$ cat config.mk
export PLATFORM = sky130hd
export DESIGN_NAME = chan_selftest_ctrl
export DESIGN_NICKNAME = d
export VERILOG_FILES = /design/src/rtl/stc_pkg.sv /design/src/rtl/stc_ref_gen.sv /design/src/rtl/stc_seq.sv /design/src/rtl/stc_route.sv /design/src/rtl/chan_selftest_ctrl.sv
export SDC_FILE = /design/constraint.sdc
export NUM_CORES = 1
export LEC_CHECK = 0
export ABC_CLOCK_PERIOD_IN_PS = 5300
export BUFFER_PORTS_ARGS = -buffer_cell sky130_fd_sc_hd__buf_2
export CELL_PAD_IN_SITES_DETAIL_PLACEMENT = 0
export CELL_PAD_IN_SITES_GLOBAL_PLACEMENT = 1
export CORE_MARGIN = 8
export CORE_UTILIZATION = 45
export CTS_CLUSTER_DIAMETER = 60
export DETAILED_ROUTE_END_ITERATION = 7
export PLACE_DENSITY = 0.76
export SLEW_MARGIN = 20
export SYNTH_ARGS = -nofsm -noshare
export SYNTH_HDL_FRONTEND = slang
export SYNTH_SLANG_ARGS = --single-unit
$ cat constraint.sdc
create_clock -name clk -period 5.3 [get_ports clk]
set_clock_uncertainty 0.2 [all_clocks]
set_input_delay 1.06 -clock clk [delete_from_list [all_inputs] [get_ports clk]]
set_output_delay 1.06 -clock clk [all_outputs]
set_load 0.02 [all_outputs]
$ cat src/rtl/stc_pkg.sv
package stc_pkg;
  typedef enum logic [1:0] {
    ST_RESET = 2'b00,
    ST_TEST  = 2'b01,
    ST_PASS  = 2'b10,
    ST_FAIL  = 2'b11
  } stc_state_e;
endpackage

$ cat src/rtl/stc_ref_gen.sv
module stc_ref_gen #(
  parameter int HALF_CYC = 5000,
  localparam int CW = (HALF_CYC > 1) ? $clog2(HALF_CYC) : 1
) (
  input  logic clk,
  input  logic rst,
  input  logic en,
  output logic wave
);
  logic [CW-1:0] cnt;

  always_ff @(posedge clk) begin
    if (rst || !en) begin
      cnt  <= '0;
      wave <= 1'b0;
    end else if (cnt == CW'(HALF_CYC - 1)) begin
      cnt  <= '0;
      wave <= ~wave;
    end else begin
      cnt <= cnt + 1'b1;
    end
  end

  // the wave only changes level after a full half period has been counted
  p_half_period_r3: assert property (@(posedge clk) disable iff (rst)
    (en && $past(en) && !$past(rst) && (wave != $past(wave)))
      |-> ($past(cnt) == CW'(HALF_CYC - 1)));
endmodule

$ cat src/rtl/stc_seq.sv
module stc_seq
  import stc_pkg::*;
#(
  parameter int TMO_CYC = 1000000,
  localparam int TW = $clog2(TMO_CYC + 1)
) (
  input  logic       clk,
  input  logic       rst,
  input  logic       pass_i,
  input  logic       fail_i,
  output stc_state_e state_o,
  output logic       gate_o,
  output logic       tmo_o
);
  stc_state_e    state_q, nxt;
  logic [TW-1:0] tcnt;
  logic          gate_q, tmo_q, hit, tmo_set;

  assign hit = (tcnt == TW'(TMO_CYC - 1));

  always_comb begin
    nxt     = state_q;
    tmo_set = 1'b0;
    case (state_q)
      ST_RESET: nxt = ST_TEST;
      ST_TEST: begin
        if (fail_i)      nxt = ST_FAIL;
        else if (pass_i) nxt = ST_PASS;
        else if (hit) begin
          nxt     = ST_FAIL;
          tmo_set = 1'b1;
        end
      end
      default: nxt = state_q;
    endcase
  end

  always_ff @(posedge clk) begin
    if (rst) begin
      state_q <= ST_RESET;
      tcnt    <= '0;
      gate_q  <= 1'b0;
      tmo_q   <= 1'b0;
    end else begin
      state_q <= nxt;
      gate_q  <= (nxt == ST_PASS);
      tmo_q   <= tmo_q | tmo_set;
      tcnt    <= (state_q == ST_TEST) ? tcnt + 1'b1 : '0;
    end
  end

  assign state_o = state_q;
  assign gate_o  = gate_q;
  assign tmo_o   = tmo_q;

  // the gate is open only in PASS
  p_gate_in_pass_r2: assert property (@(posedge clk) disable iff (rst)
    gate_q |-> (state_q == ST_PASS));
  // fail is sticky until reset
  p_fail_hold_r7: assert property (@(posedge clk) disable iff (rst)
    (state_q == ST_FAIL) |=> (state_q == ST_FAIL));
  // pass is sticky, later strobes ignored
  p_pass_hold_r11: assert property (@(posedge clk) disable iff (rst)
    (state_q == ST_PASS) |=> (state_q == ST_PASS));
  // a fail strobe in TEST always wins
  p_fail_prio_r8: assert property (@(posedge clk) disable iff (rst)
    ((state_q == ST_TEST) && fail_i) |=> (state_q == ST_FAIL && !tmo_q));
  // the timeout flag implies the fail state
  p_tmo_fail_r9: assert property (@(posedge clk) disable iff (rst)
    tmo_q |-> (state_q == ST_FAIL));
  // reset phase lasts one edge
  p_reset_leave_r10: assert property (@(posedge clk) disable iff (rst)
    (state_q == ST_RESET) |=> (state_q == ST_TEST));
endmodule

$ cat src/rtl/stc_route.sv
module stc_route #(
  parameter int NUM_CH = 4
) (
  input  logic              clk,
  input  logic              rst,
  input  logic              gate,
  input  logic              ref_en,
  input  logic              ref_wave,
  input  logic [NUM_CH-1:0] whl,
  output logic [NUM_CH-1:0] cap
);
  for (genvar i = 0; i < NUM_CH; i++) begin : g_ch
    always_ff @(posedge clk) begin
      if (rst) cap[i] <= 1'b0;
      else     cap[i] <= gate ? whl[i] : (ref_en & ref_wave);
    end
  end

  // once the gate is open the outputs follow the inputs one edge later
  p_forward_r6: assert property (@(posedge clk) disable iff (rst)
    ($past(gate) && !$past(rst)) |-> (cap == $past(whl)));
endmodule

$ cat src/rtl/chan_selftest_ctrl.sv
module chan_selftest_ctrl
  import stc_pkg::*;
#(
  parameter int CLK_HZ     = 1000000,
  parameter int REF_HZ     = 100,
  parameter int TIMEOUT_MS = 1000,
  parameter int NUM_CH     = 4
) (
  input  logic              clk,
  input  logic              rst,
  input  logic [NUM_CH-1:0] whl_in,
  input  logic              tst_pass,
  input  logic              tst_fail,
  output logic              gate_en,
  output logic [NUM_CH-1:0] cap_out,
  output logic [1:0]        status,
  output logic              tmo_flag
);
  localparam int HALF_CYC = CLK_HZ / (2 * REF_HZ);
  localparam int TMO_CYC  = (CLK_HZ / 1000) * TIMEOUT_MS;

  stc_state_e st;
  logic       ref_en, ref_wave;

  stc_seq #(.TMO_CYC(TMO_CYC)) u_seq (
    .clk(clk), .rst(rst), .pass_i(tst_pass), .fail_i(tst_fail),
    .state_o(st), .gate_o(gate_en), .tmo_o(tmo_flag)
  );

  assign ref_en = (st == ST_TEST);

  stc_ref_gen #(.HALF_CYC(HALF_CYC)) u_ref (
    .clk(clk), .rst(rst), .en(ref_en), .wave(ref_wave)
  );

  stc_route #(.NUM_CH(NUM_CH)) u_route (
    .clk(clk), .rst(rst), .gate(gate_en), .ref_en(ref_en),
    .ref_wave(ref_wave), .whl(whl_in), .cap(cap_out)
  );

  assign status = st;

  // before the gate opens every channel carries the same value
  p_common_ref_r5: assert property (@(posedge clk) disable iff (rst)
    !$past(gate_en) |-> (cap_out == '0 || cap_out == '1));
  // a settled fail state keeps the outputs quiet
  p_fail_quiet_r7: assert property (@(posedge clk) disable iff (rst)
    (status == 2'b11 && $past(status) == 2'b11 && !$past(rst))
      |-> (cap_out == '0 && !gate_en));
endmodule

==> results of run 1 <==
==> routing by layer <==
layer	vias to the layer above	part of all wire, %
met5	-	0
met4	0	1.7
met3	6	5.2
met2	36	50
met1	684	43
li1	730	-
==> critical path, stage by stage <==
cell and delay [ns]:
buf_2 0.15, or3b_2 0.67, o41ai_1 0.36
==> worst min path at each step <==
stage	slack [ns]	depth (start not counted)	end	from
global placement	0.22	1	u_ref.cnt[0]	u_ref.cnt[0]
detailed placement	0.24	1	u_ref.cnt[0]	u_ref.cnt[0]
CTS	0.26	1	u_ref.cnt[0]	u_ref.cnt[0]
finish	0.26	1	u_ref.cnt[0]	u_ref.cnt[0]
floorplan	0.22	1	u_ref.cnt[0]	u_ref.cnt[0]
global route	0.29	1	u_ref.cnt[0]	u_ref.cnt[0]
==> cell type report <==
| type | count | area, sq um |
|---|---|---|
| fillers | 395 | 1910 |
| multi-input cells | 148 | 900 |
| flip-flops and latches | 42 | 841 |
| repair buffers | 15 | 75.1 |
| clock buffers | 6 | 72.6 |
| well taps | 50 | 62.6 |
| clock inverters | 2 | 37.5 |
| inverters | 3 | 11.3 |
==> power by group through the flow <==
stage / Combinational [mW] / Sequential (mW) / Clock, mW
after floorplan: 0.0128 / 0.334 / 0
after global placement: 0.0222 / 0.332 / 0
after detailed placement: 0.0227 / 0.332 / 0
after CTS: 0.0229 / 0.324 / 0.254
after global routing: 0.0254 / 0.325 / 0.271
final: 0.0225 / 0.324 / 0.246
==> registers in the layout, summed over array words and instances (netlist names) <==
name	cells
u_seq.gate_o	1
u_seq.state_o	2
u_ref.cnt	13
u_ref.wave	1
u_seq.tmo_o	1
u_route.cap	4
u_seq.tcnt	20
==> Yosys cell counts, types with 2 or more instances <==
cell and count:
clkbuf_2 2, and4_1 2, o31ai_1 4, xor2_1 9, nor3b_1 2, nand2_1 15, ha_1 2, clkbuf_1 3
inv_1 3, and3_1 2, nor2_1 32, or4_1 4, o21a_1 2, nand4_1 7, dfxtp_1 42, xnor2_1 16
a21oi_1 8, nand3_1 12, nor4_1 5, nor3_1 10, and2_1 2
==> cell families (layout without fill, tap and decap cells) <==
kind of cell | Yosys count | count (layout)
simple gates | 104 | 104
flops | 42 | 42
xor+xnor | 25 | 25
compound gates | 16 | 16
buf+inv | 9 | 26
fa+ha+maj | 2 | 2
mux | 1 | 1
==> stage by stage <==
step	setup WS, ns	utilization, %	cell area (sq um)	total power [mW]	hold WS (ns)
2_1_floorplan	3.02	-	1780	0.347	0.217
3_3_place_gp	2.78	48.3	1890	0.354	0.224
3_5_place_dp	2.72	48.3	1890	0.355	0.242
4_1_cts	3.03	51.1	2000	0.601	0.257
5_1_grt	2.96	51.1	2000	0.622	0.287
6_report	3.05	51.1	2000	0.593	0.255
==> metrics.csv, run 1 <==
stage;metric;value;unit
run_status;status;finished clean;
floorplan;I/O pins;16;
setup_path;Crit Reg-Reg Startpoint;u_ref.cnt[11];
global_route;met2 Use GR;20.8;%
floorplan;chip height;79.0;um
global_route;largest net degree at the start of global routing;22;
logic_synthesis;Synth cell types;36;
logic_synthesis;Post-synth EDFFs;0;
power_and_ir_drop;Max rail drop VDD;0.179;mV
power_and_ir_drop;sw power;0.124;mW
setup_path;crit path to;u_seq.tmo_o;
power_and_ir_drop;sequential power share;54.7;%
setup_path;Critical path origin;rst;
global_route;initial antenna violation count;0;
placement;hpwl dp;2560;um
clock_network;CTS tree;yes;
power_and_ir_drop;P_int;0.468;mW
layout;most common cell after layout, fill and taps aside;dfxtp_1;
power_and_ir_drop;clock power share;41.5;%
logic_synthesis;Post-Synth Adder-Cell Area;1.40;%
power_and_ir_drop;leakage power;0.648;nW
global_route;first-pass GRT wire length;6020;um
setup_path;CP Class;input port to register;
timing;highest clock rate;444;MHz
global_route;vias in the first global route;1444;
logic_synthesis;asr flop ratio synth;0;%
logic_synthesis;Synth Instances;199;
drt;DR iter-0 viols;68;
clock_network;clk slew on worst S/H paths;0.08;ns
logic_synthesis;yosys warns;0;
timing;Finish-stage setup viols;0;
setup_path;critical path capture point type;register;
logic_synthesis;top cell type by total area after synthesis;dfxtp_1;
setup_path;Critical Path RT;5.29;ns
logic_synthesis;Post-Synth XOR/XNOR Area;12.3;%
drt;drt drc;0;
global_route;Congestion Overflow GR;0;
power_and_ir_drop;sw frac;21.0;%
global_route;M3 GR Usage;5.76;%
clock_network;CTS H-tree depth;2;
logic_synthesis;main combinational cell family by area after synthesis;simple AND/OR/NAND/NOR gates;
setup_path;Reg-to-Reg End;u_ref.cnt[7];
timing;minimum clock period;2.25;ns
logic_synthesis;mux contribution to synthesized area;0.561;%
setup_path;arrival time worst endpoint;2.24;ns
layout;nets;225;
clock_network;worst skew pair latency;0.29;ns
global_route;most used routing layer;met2;
floorplan;Starting Density;45.6;%
drt;Routed WL;3550;um
layout;area delta synth->final;12.1;%
clock_network;Root Driver;clkbuf_8;
logic_synthesis;Synth top area share;47.1;%
layout;fin cells;266;
logic_synthesis;sequential element share of the synthesized area;47.1;%
setup_path;setup slack, reg-to-reg;3.30;ns
timing;final hold violation count;0;
placement;Final Wtd Congestion;0.753;
layout;most frequent cells in the layout;dfxtp_1 (42), nor2_1 (32), xnor2_1 (16);
clock_network;cts hold-fix bufs;0;
floorplan;cell row count;23;
global_route;M1 GR Usage;12.3;%
drt;Vias per Instance;5.47;
power_and_ir_drop;cell area power density;296;mW/mm^2
timing;worst rel slew slack;63.6;%
global_route;All-Layer GR Usage;12.1;%
timing;Slew Limit Fails;0;
timing;Final period util;42.5;%
logic_synthesis;simple-gate area share of the yosys netlist;30.5;%
placement;# placed instances;258;
clock_network;clock buffer count from CTS;5;
logic_synthesis;Synthesized Nets;209;
setup_path;CP max FO;21;
layout;# diodes;0;
timing;setup_tns;0;ns
flow_run;Max Cap Viol;0;
floorplan;total core area;0.00391;sq mm
power_and_ir_drop;Logic pwr share;3.8;%
min_path;Hold Path Class;register to register;
drt;DR pass1 iterations;4;
drt;Routed Antenna Nets;0;
clock_network;postcts setup bufs;0;
drt;WL/cell;13.3;um
floorplan;Die ar.;0.00624;sq mm
layout;share of cells above drive strength 1;12.5;%
logic_synthesis;Top FF cell, synth;dfxtp_1;
clock_network;PostCTS Resize Cnt;0;
clock_network;CTS sink count;42;
logic_synthesis;Synth Area in Compound Gates;5.68;%
floorplan;Die X;79.0;um
setup_path;startpoint types;input port;
placement;IO Port Bufs;15;
clock_network;clk buf depth;2;
timing;RSZ-0062 raised after global routing;false;
drt;Via Count;1456;
setup_path;worst-case reg-to-reg path depth;4;
logic_synthesis;Seq cells post-synth;42;
logic_synthesis;synthesized area per cell;8.97;sq um
timing;Worst-Margin Slew;0.545;ns
logic_synthesis;Cell Area, Synth;0.00178;sq mm
logic_synthesis;Synth area leaders;dfxtp_1 (47%), xnor2_1 (7.9%), nor2_1 (6.7%), xor2_1 (4.4%), nand3_1 (3.4%);
Note: power is estimated with default switching activity, not from simulation.
==> inputs of run 2 (changes only) <==
--- a/config.mk
+++ b/config.mk
@@ -5,15 +5,15 @@
 export SDC_FILE = /design/constraint.sdc
 export NUM_CORES = 1
 export LEC_CHECK = 0
-export ABC_CLOCK_PERIOD_IN_PS = 5300
+export ABC_CLOCK_PERIOD_IN_PS = 1800
 export BUFFER_PORTS_ARGS = -buffer_cell sky130_fd_sc_hd__buf_2
 export CELL_PAD_IN_SITES_DETAIL_PLACEMENT = 0
 export CELL_PAD_IN_SITES_GLOBAL_PLACEMENT = 1
 export CORE_MARGIN = 8
-export CORE_UTILIZATION = 45
+export CORE_UTILIZATION = 40
 export CTS_CLUSTER_DIAMETER = 60
 export DETAILED_ROUTE_END_ITERATION = 7
-export PLACE_DENSITY = 0.76
+export PLACE_DENSITY = 0.71
 export SLEW_MARGIN = 20
 export SYNTH_ARGS = -nofsm -noshare
 export SYNTH_HDL_FRONTEND = slang
==> constraint.sdc (replaced) <==
create_clock -name clk -period 1.8 [get_ports clk]
set_clock_uncertainty 0.2 [all_clocks]
set_input_delay 0.36 -clock clk [delete_from_list [all_inputs] [get_ports clk]]
set_output_delay 0.36 -clock clk [all_outputs]
set_load 0.02 [all_outputs]
==> run 2 against run 1 <==
  * The run now ends with setup timing left
  * Sequential share of layout area decreased by 4.4 points
  * Sequential cell count stayed put
  * Sequential power increased to 2.9 times the previous value
  * Highest routed layer unchanged
  * Cell area is 12% higher
  * Largest power group unchanged
  * First-iteration DRC count up 62%
==> metrics.csv, run 2 (synthesis results as in run 1) <==
stage;metric;value;unit
run_status;status;complete, but fails checks;
run_status;failing checks;setup timing;
layout;Filler cells;403;
timing;Worst-Margin Slew;0.397;ns
clock_network;cts hold-fix bufs;0;
floorplan;I/O pins;16;
drt;WL/cell;13.1;um
timing;Finish-stage setup viols;1;
placement;DP Worst Slack;-0.0460;ns
global_route;largest net degree at the start of global routing;21;
timing;Slew Limit Fails;0;
timing;Final period util;101;%
clock_network;CTS tree;yes;
clock_network;clock buffer count from CTS;5;
clock_network;clk buf depth;2;
layout;biggest registers after layout;u_seq.tcnt (20), u_ref.cnt (13), u_route.cap (4);
layout;nets;251;
placement;Final Wtd Congestion;0.832;
global_route;Congestion Overflow GR;0;
floorplan;cell row count;24;
floorplan;total core area;0.00432;sq mm
timing;setup ws final;-0.0133;ns
drt;Vias per Instance;5.17;
global_route;initial antenna violation count;0;
power_and_ir_drop;cell area power density;798;mW/mm^2
setup_path;startpoint types;register;
setup_path;CP max FO;3;
drt;Via Count;1516;
global_route;All-Layer GR Usage;12.6;%
global_route;vias in the first global route;1550;
power_and_ir_drop;leakage power;0.793;nW
drt;Routed Antenna Nets;0;
setup_path;Critical Path RT;1.78;ns
layout;most common cell after layout, fill and taps aside;dfxtp_1;
layout;max FFs per register;20;
timing;worst rel slew slack;73.2;%
placement;IO Port Bufs;15;
global_route;first-pass GRT wire length;6780;um
placement;hpwl dp;2900;um
floorplan;Die ar.;0.00685;sq mm
clock_network;CTS sink count;42;
floorplan;chip height;82.8;um
timing;minimum clock period;1.81;ns
floorplan;Starting Density;41.3;%
clock_network;clk slew on worst S/H paths;0.07;ns
layout;area delta synth->final;25.5;%
timing;RSZ-0062 raised after global routing;true;
drt;drt drc;0;
layout;share of cells above drive strength 1;24.1;%
drt;DR pass1 iterations;4;
timing;final hold violation count;0;
layout;final core utilization;51.8;%
power_and_ir_drop;Max rail drop VDD;0.528;mV
layout;# diodes;0;
setup_path;arrival time worst endpoint;1.79;ns
layout;most frequent cells in the layout;dfxtp_1 (40), nor2_1 (31), buf_4 (26);
timing;setup_tns;-0.0133;ns
layout;Biggest register;u_seq.tcnt;
setup_path;critical path capture point type;register;
floorplan;Die X;82.8;um
setup_path;setup slack, reg-to-reg;-0.01;ns
clock_network;Root Driver;clkbuf_8;
flow_run;Max Cap Viol;0;
clock_network;worst skew pair latency;0.29;ns
drt;DR iter-0 viols;110;
clock_network;CTS H-tree depth;2;
setup_path;CP Class;register to register;
drt;Routed WL;3840;um
timing;highest clock rate;551;MHz
min_path;Hold Path Class;input port to register;
[run 2: report_power, final]
group,total [mW],internal (mW),switching (mW)
clock network,0.750,0.444,0.306
logic,0.0851,0.0355,0.0496
registers,0.953,0.941,0.0122
total,1.79,1.42,0.368
[run 2: path summary, 6_finish.rpt]
check / startpoint / to / depth (start not counted)
hold reg to reg: u_ref.cnt[0] / u_ref.cnt[0] / 1
hold / removal: tst_pass / u_seq.tmo_o / 2
setup / recovery: u_ref.cnt[10] / u_ref.wave / 4
setup reg to reg: u_ref.cnt[10] / u_ref.wave / 4
[run 2: stage by stage]
stage	hold WS [ns]	power, mW	instance area, sq um	cells
floorplan	0.217	1.02	1790	199
global placement	0.229	1.05	2080	285
detailed placement	0.237	1.06	2080	285
CTS	0.0747	1.81	2200	292
global route	0.0762	1.87	2240	293
finish	0.0919	1.79	2240	293
[run 2: area by class of cell]
class	instances	area [sq um]	area share (%)
Inverter	3	11.3	0.503
Timing Repair Buffer	41	270	12.1
Clock inverter	1	30.0	1.34
Multi-Input combinational cell	148	937	41.8
Tap cell	52	65.1	2.91
Sequential cell	42	843	37.7
Clock buffer	6	82.6	3.69
[run 2: routing by layer]
layer | vias to the layer above | wire [um] | global-route usage, %
li1 | 776 | - | -
met1 | 708 | 1790 | 15.0
met2 | 30 | 1850 | 20.3
met3 | 2 | 163 | 3.56
met4 | 0 | 31 | 6.55
met5 | - | 0 | 0
[run 2: what timing repair did]
item	in CTS	in global routing
setup endpoints to repair	12	20
resized for setup	2	6
pin swaps	0	1
setup buffers	0	1
endpoints found under the hold margin	0	0
[run 2: worst max-delay path, stage by stage, from the launching register on]
cell,delay [ns]
dfxtp_2,0.32
or4b_1,0.51
or4_4,0.48
xor2_1,0.15
nor2_1,0.05
